===== src/rtl/extirq_pkg.sv =====
package extirq_pkg;
  localparam int REG_AW = 3;
  localparam logic [REG_AW-1:0] A_ENSET = 3'd0;
  localparam logic [REG_AW-1:0] A_DIS   = 3'd1;
  localparam logic [REG_AW-1:0] A_MASK  = 3'd2;
  localparam logic [REG_AW-1:0] A_FILT  = 3'd3;
  localparam logic [REG_AW-1:0] A_TYPE  = 3'd4;
  localparam logic [REG_AW-1:0] A_POL   = 3'd5;
  localparam logic [REG_AW-1:0] A_CLR   = 3'd6;

  // 2-of-3 majority vote
  function automatic logic vote3(input logic [2:0] v);
    return (v[0] & v[1]) | (v[0] & v[2]) | (v[1] & v[2]);
  endfunction

  // Detect condition: lvl=1 level, pol=1 high/rising
  function automatic logic detect(input logic lvl, input logic pol,
                                  input logic cur, input logic prev);
    if (lvl) return pol ? cur : ~cur;
    else     return pol ? (cur & ~prev) : (~cur & prev);
  endfunction
endpackage


===== src/rtl/extirq_sync.sv =====
module extirq_sync #(
  parameter int STAGES = 2
) (
  input  logic clk,
  input  logic rst_n,
  input  logic pin_i,
  input  logic filt_en_i,
  output logic sample_o
);
  import extirq_pkg::*;
  localparam int HIST = 2;

  logic [STAGES-1:0] chain_q;
  logic [HIST-1:0]   hist_q;
  logic              sync_val;

  assign sync_val = chain_q[STAGES-1];

  always_ff @(posedge clk or negedge rst_n) begin
    if (!rst_n) begin
      chain_q <= '0;
      hist_q  <= '0;
    end else begin
      chain_q <= {chain_q[STAGES-2:0], pin_i};
      hist_q  <= {hist_q[HIST-2:0], sync_val};
    end
  end

  assign sample_o = filt_en_i ? vote3({sync_val, hist_q}) : sync_val;
endmodule


===== src/rtl/extirq_regs.sv =====
module extirq_regs #(
  parameter int NCH = 4
) (
  input  logic                          clk,
  input  logic                          rst_n,
  input  logic                          wr_en_i,
  input  logic [extirq_pkg::REG_AW-1:0] wr_addr_i,
  input  logic [NCH-1:0]                wr_data_i,
  output logic [NCH-1:0]                en_o,
  output logic [NCH-1:0]                mask_o,
  output logic [NCH-1:0]                filt_o,
  output logic [NCH-1:0]                lvl_o,
  output logic [NCH-1:0]                pol_o,
  output logic [NCH-1:0]                dis_stb_o,
  output logic [NCH-1:0]                clr_stb_o
);
  import extirq_pkg::*;

  logic hit_en, hit_dis;
  assign hit_en  = wr_en_i && (wr_addr_i == A_ENSET);
  assign hit_dis = wr_en_i && (wr_addr_i == A_DIS);

  assign dis_stb_o = hit_dis ? wr_data_i : '0;
  assign clr_stb_o = (wr_en_i && (wr_addr_i == A_CLR)) ? wr_data_i : '0;

  always_ff @(posedge clk or negedge rst_n) begin
    if (!rst_n) begin
      en_o   <= '0;
      mask_o <= '0;
      filt_o <= '0;
      lvl_o  <= '0;
      pol_o  <= '0;
    end else begin
      if (hit_en)  en_o <= en_o | wr_data_i;
      if (hit_dis) en_o <= en_o & ~wr_data_i;
      if (wr_en_i && wr_addr_i == A_MASK) mask_o <= wr_data_i;
      if (wr_en_i && wr_addr_i == A_FILT) filt_o <= wr_data_i;
      if (wr_en_i && wr_addr_i == A_TYPE) lvl_o  <= wr_data_i;
      if (wr_en_i && wr_addr_i == A_POL)  pol_o  <= wr_data_i;
    end
  end
endmodule


===== src/rtl/extirq_chan.sv =====
module extirq_chan (
  input  logic clk,
  input  logic rst_n,
  input  logic sample_i,
  input  logic en_i,
  input  logic lvl_i,
  input  logic pol_i,
  input  logic dis_i,
  input  logic clr_i,
  output logic hit_o,
  output logic status_o
);
  import extirq_pkg::*;

  logic prev_q;
  logic status_d;

  assign hit_o = detect(lvl_i, pol_i, sample_i, prev_q);

  always_comb begin
    if (dis_i || !en_i) status_d = 1'b0;
    else if (lvl_i)     status_d = hit_o;
    else                status_d = hit_o | (status_o & ~clr_i);
  end

  always_ff @(posedge clk or negedge rst_n) begin
    if (!rst_n) begin
      prev_q   <= 1'b0;
      status_o <= 1'b0;
    end else begin
      prev_q   <= sample_i;
      status_o <= status_d;
    end
  end
endmodule


===== src/rtl/extirq_detect.sv =====
module extirq_detect #(
  parameter int NCH         = 4,
  parameter int SYNC_STAGES = 2
) (
  input  logic                          clk,
  input  logic                          rst_n,
  input  logic [NCH-1:0]                pin_i,
  input  logic                          wr_en_i,
  input  logic [extirq_pkg::REG_AW-1:0] wr_addr_i,
  input  logic [NCH-1:0]                wr_data_i,
  output logic [NCH-1:0]                status_o,
  output logic                          irq_o,
  output logic                          wake_o
);
  logic [NCH-1:0] en_q, mask_q, filt_q, lvl_q, pol_q;
  logic [NCH-1:0] dis_stb, clr_stb;
  logic [NCH-1:0] sample_vec;
  logic [NCH-1:0] hit_vec;

  extirq_regs #(.NCH(NCH)) u_regs (
    .clk(clk), .rst_n(rst_n),
    .wr_en_i(wr_en_i), .wr_addr_i(wr_addr_i), .wr_data_i(wr_data_i),
    .en_o(en_q), .mask_o(mask_q), .filt_o(filt_q), .lvl_o(lvl_q), .pol_o(pol_q),
    .dis_stb_o(dis_stb), .clr_stb_o(clr_stb)
  );

  for (genvar i = 0; i < NCH; i++) begin : g_ch
    extirq_sync #(.STAGES(SYNC_STAGES)) u_sync (
      .clk(clk), .rst_n(rst_n), .pin_i(pin_i[i]),
      .filt_en_i(filt_q[i]), .sample_o(sample_vec[i])
    );
    extirq_chan u_chan (
      .clk(clk), .rst_n(rst_n), .sample_i(sample_vec[i]),
      .en_i(en_q[i]), .lvl_i(lvl_q[i]), .pol_i(pol_q[i]),
      .dis_i(dis_stb[i]), .clr_i(clr_stb[i]),
      .hit_o(hit_vec[i]), .status_o(status_o[i])
    );
  end

  assign irq_o  = |(status_o & ~mask_q);
  assign wake_o = |status_o;
endmodule


===== config.mk =====
export PLATFORM = sky130hd
export DESIGN_NAME = extirq_detect
export DESIGN_NICKNAME = d
export VERILOG_FILES = /design/src/rtl/extirq_pkg.sv /design/src/rtl/extirq_sync.sv /design/src/rtl/extirq_regs.sv /design/src/rtl/extirq_chan.sv /design/src/rtl/extirq_detect.sv
export SDC_FILE = /design/constraint.sdc
export NUM_CORES = 1
export LEC_CHECK = 0
export BUFFER_PORTS_ARGS = -buffer_cell sky130_fd_sc_hd__clkbuf_2
export CAP_MARGIN = 10
export CELL_PAD_IN_SITES_DETAIL_PLACEMENT = 1
export CELL_PAD_IN_SITES_GLOBAL_PLACEMENT = 1
export CORE_AREA = 10 10 92 110
export CTS_CLUSTER_DIAMETER = 150
export DETAILED_ROUTE_END_ITERATION = 8
export DIE_AREA = 0 0 102 120
export PLACE_DENSITY = 0.42
export RECOVER_POWER = 100
export SLEW_MARGIN = 20
export SYNTH_ARGS = -nofsm -noshare
export SYNTH_HDL_FRONTEND = slang
export SYNTH_SLANG_ARGS = --single-unit

===== constraint.sdc =====
create_clock -name clk -period 1.5 [get_ports clk]
set_clock_uncertainty 0.1 [all_clocks]
set_input_delay 0.375 -clock clk [delete_from_list [all_inputs] [get_ports clk]]
set_output_delay 0.375 -clock clk [all_outputs]
set_load 0.02 [all_outputs]

[Word-level counts from Yosys, hierarchy flattened]
Cells that the tools add are included.
Word-level totals
  bits of input ports: 14
  output and inout port bits: 6
  logic and storage cells: 127
  bits in registers: 44
Operators by class
  equality and inequality tests: 6
  mux-type cells: 28
  reductions and logical operators: 19
  bitwise operators: 53
Operator list (number)
  $and 1x1->1: 24
  $mux 1: 24
  $mux 4: 4
  $not 1->1: 12
  $or 1x1->1: 12
  $eq 3x3->1 const B: 3
  $and 4x4->4: 2
  $not 4->4: 2
  $reduce_or 4->1: 2
  $logic_and 1x1->1: 7
  $eq 3x2->1 const B: 2
  $logic_not 1->1: 4
  $logic_or 1x1->1: 4
  $or 4x4->4: 1
  $eq 3x1->1 const B: 1
  $logic_not 3->1: 1
  $reduce_bool 2->1: 1

[Longest topological paths before layout]
  depth after elaboration: 11
  depth in mapped cells: 5
  gate-level depth less buffers: 5

[Hierarchy]
A second synthesis with hierarchy kept.
Second synthesis, totals
  cells, all modules: 133
  area, all modules: 1876.8 µm²
Modules (own cells, without submodules)
  extirq_regs: sequential area each 500.5 µm², cells an instance 63, times used 1, area each 935.9 µm²
  extirq_sync: sequential area each 100.1 µm², cells an instance 7, times used 4, area each 123.9 µm²
  extirq_chan: sequential area each 50.0 µm², cells an instance 9, times used 4, area each 101.3 µm²
  extirq_detect: sequential area each 0.0 µm², cells an instance 6, times used 1, area each 40.0 µm²

[Worst setup path after synthesis]
No wires, ideal clock.
  path kind: reg-to-output
  from: register g_ch[3].u_chan.status_o
  to: output port wake_o
  setup slack: 0.019 ns
  path buffers: 0
  cell stages (with the launch flop): 2
  data required time: 1.025 ns
  arrival time: 1.006 ns
  path through: dfrtp_1 or4_1
On the way
  word-level cells in the longest chain between the ends: 1
RTL lines
  from (decl): line extirq_chan.sv:11  | output logic status_o
  from (signal assigned): line extirq_chan.sv:32  | status_o <= status_d;
  $reduce_or 4->1: line extirq_detect.sv:41  | assign wake_o = |status_o;
  to (decl): line extirq_detect.sv:13  | output logic wake_o
No other way between the ends.

[Final worst setup path]
Ends and elaborated chain as after synthesis.

==> results.py <==
metrics = {
    "outcome": {
        "run_status": "finished with violations",
        "violations": "setup timing",
    },
    "worst_setup_path": {
        "required_ns": 1.02,
        "crit_buf_inv": 1,
        "cpMaxStageDelayCell": "or4_4",
        "worstPathCellList": "or4_4 -> buf_8",
        "cp.arrival_ns": 1.37,
        "cp_max_fo": 2,
        "worst_setup_path_start_kind": "flip-flop",
        "path_class": "flip-flop to primary output",
        "endpoint_kind": "primary output",
        "max_stage_delay_ns": 0.53,
        "cpLargestDelayFamily": "simple AND/OR/NAND/NOR gates",
    },
    "flow_run": {
        "cap_violations": 0,
    },
    "die": {
        "core-area_um2": 8020,
        "die_h_um": 120,
        "die_area_um2": 12200,
        "ioPinCount": 20,
        "fp.dieW_um": 102,
        "start_util_pct": 22.5,
        "fp-row-count": 36,
    },
    "pwr": {
        "p_int_uw": 2160,
        "peakVddDrop_mv": 0.351,
        "leakage_uw": 0.00105,
        "seqPwrFrac_pct": 48.4,
        "powerDensity_nw_per_um2": 1270,
        "pwr-share-clk_pct": 26.2,
        "combPwrFrac_pct": 25.4,
        "swShare_pct": 29.8,
        "switchingPower_uw": 917,
    },
    "synth": {
        "netlist_instances": 153,
        "syn-cell-area_um2": 1800,
        "ys_ff_latch": 44,
        "synth_nets": 167,
        "yosysWarnings": 0,
        "synth_area_per_cell_um2": 11.8,
        "ys_seq_area_share_pct": 61.1,
        "synth_cell_type_count": 24,
    },
    "placed_design": {
        "place.gp.congestion": 0.681,
        "dp_cells": 276,
        "hpwl_um": 3140,
        "port_buffers": 19,
        "pre_cts_ws_ns": -0.145,
    },
    "final_layout": {
        "final_core_util_pct": 30.3,
        "antennaDiodeCount": 0,
        "fin_cells": 288,
        "final_nets": 207,
        "layout_common_cells": "dfrtp_1 (43), nand2_1 (17), clkbuf_2 (14)",
        "drive_gt1_share_pct": 39.4,
        "fillers": 897,
        "area_growth_pct": 34.8,
        "layout_commonest_cell": "dfrtp_1",
    },
    "cts": {
        "clkLatencyLatePin_ns": 0.29,
        "cts_tree": "yes",
        "numCtsBuffers": 5,
        "clkSinkCount": 44,
        "htreeDepth": 2,
        "cts_root_buffer": "clkbuf_8",
        "path_clk_slew_ns": 0.08,
        "ctsLongestPathBuffers": 2,
    },
    "routing": {
        "drt-pass1-iter-count": 2,
        "routedWlPerCell_um": 15.4,
        "vias": 1265,
        "remaining_drc_errors": 0,
        "via_per_inst": 4.39,
        "postRouteWirelength_um": 4430,
        "final_antenna_net_count": 0,
        "drtIter0Drc": 22,
    },
    "sta": {
        "setup_violations": 7,
        "finalCritPeriodShare_pct": 123,
        "min_period_ns": 1.84,
        "slew_headroom_pct": 42.7,
        "rsz0062_at_grt": "true",
        "setup_slack_ns": -0.344,
        "fin_hold_ws_ns": 0.0847,
        "max_freq_mhz": 542,
        "tightest_slew_ns": 0.857,
        "finalHoldViolations": 0,
        "drv_slew": 0,
        "setup_tns_ns": -1.24,
    },
    "global_route": {
        "grt_overflow": 0,
        "grt_max_degree": 45,
        "grt_pass1_vias": 1471,
        "grt_pass1_wl_um": 7490,
        "antenna_found_initial": 0,
        "track_usage_pct": 7.76,
    },
    "min_path": {
        "hold_class": "primary input to flip-flop",
    },
}
[what timing repair did]
item,in CTS,in global routing
buffers inserted,2,2
pin swaps,14,14
hold buffers,1,0
setup endpoints to repair,6,8
endpoints found under the hold margin,44,0
resized for setup,19,27
[path summary, 6_finish.rpt]
kind	start	to	slack, ns	cells past startpoint
setup / recovery	g_ch[3].u_chan.status_o$_DFF_PN0_	wake_o	-0.34	2
hold / removal	pin_i[3]	g_ch[3].u_sync.chain_q[0]$_DFF_PN0_	0.08	1
setup reg to reg	g_ch[3].u_sync.hist_q[0]$_DFF_PN0_	g_ch[3].u_chan.status_o$_DFF_PN0_	-0.19	5
hold reg to reg	g_ch[2].u_sync.chain_q[0]$_DFF_PN0_	g_ch[2].u_sync.chain_q[1]$_DFF_PN0_	0.25	0
max in group asynchronous	rst_n	u_regs.filt_o[2]$_DFFE_PN0P_	0.23	3
min in group asynchronous	rst_n	g_ch[2].u_sync.hist_q[0]$_DFF_PN0_	0.64	3
[stage by stage]
step | instance area (µm²) | total power (µW)
after floorplan | 1800 | 1820
after global placement | 2100 | 2030
after detailed placement | 2100 | 2050
after CTS | 2350 | 3010
after global routing | 2430 | 3280
final | 2430 | 3080
[power groups by stage]
stage	Combinational [µW]	Sequential [µW]	Clock [µW]
floorplan	371	1450	0
global placement	562	1470	0
detailed placement	575	1480	0
CTS	688	1480	842
global route	866	1520	900
finish	781	1490	806
[kinds of logic (layout without fill, tap and decap cells)]
family / after synthesis / in the layout / share of synthesized area [%]
DFF: 44 / 44 / 61.1
muxes: 10 / 10 / 6.25
and+or+nand+nor: 46 / 46 / 12.1
AOI/OAI and AO/OA: 36 / 36 / 16.2
buffers and inverters: 17 / 57 / 4.37
[cells in the mapped netlist]
| cell type | count | area, µm² |
|---|---|---|
| dfrtp_1 | 44 | 1100 |
| nand2_1 | 17 | 63.8 |
| inv_1 | 12 | 45.0 |
| nor2_1 | 12 | 45.0 |
| mux2_2 | 10 | 113 |
| o21ai_0 | 10 | 50.1 |
| a2111oi_2 | 4 | 60.1 |
| a21oi_1 | 4 | 20.0 |
| a21oi_2 | 4 | 35.0 |
| a311oi_1 | 4 | 35.0 |
| and2_1 | 4 | 25.0 |
| buf_4 | 4 | 30.0 |
| nand2b_1 | 4 | 25.0 |
| nor2b_1 | 4 | 25.0 |
| o221a_2 | 4 | 45.0 |
| o31ai_1 | 4 | 30.0 |
| a22oi_1 | 1 | 7.51 |
| and3b_1 | 1 | 8.76 |
| clkbuf_1 | 1 | 3.75 |
| nand3_1 | 1 | 5.00 |
| nor3_1 | 1 | 5.00 |
| nor3b_1 | 1 | 7.51 |
| o221ai_1 | 1 | 8.76 |
| or4_1 | 1 | 7.51 |
[flip-flops by register name, summed over array words and instances (netlist names), named ones only]
| register | cells |
|---|---|
| g_ch.u_chan.prev_q | 4 |
| g_ch.u_chan.status_o | 4 |
| g_ch.u_sync.chain_q | 8 |
| g_ch.u_sync.hist_q | 8 |
| u_regs.filt_o | 4 |
| u_regs.lvl_o | 4 |
| u_regs.mask_o | 4 |
| u_regs.pol_o | 4 |
[area by class of cell]
cell class                      instances  area [µm²]  share of cell area (%)
Sequential cell                        44        1100                    45.4
Timing Repair Buffer                   38         245                    10.1
Clock buffer                            7        96.3                    3.97
Inverter                               12        45.0                    1.85
Multi-Input combinational cell         92         821                    33.8
Tap cell                               95         119                    4.89
[layer usage]
layer  track usage (%)  wire [µm]
met1              10.3       2230
met2              11.7       2010
met3              2.12        117
met4              2.92         72
met5                 0          0
[worst register-to-register path, cell delays in order (launching register included)]
cell      delay, ns
dfrtp_1        0.41
nand2b_4       0.14
a21oi_1        0.42
o221a_4        0.29
nor2_2         0.05
a311oi_2       0.20
Power figures use the tool's default switching activity.
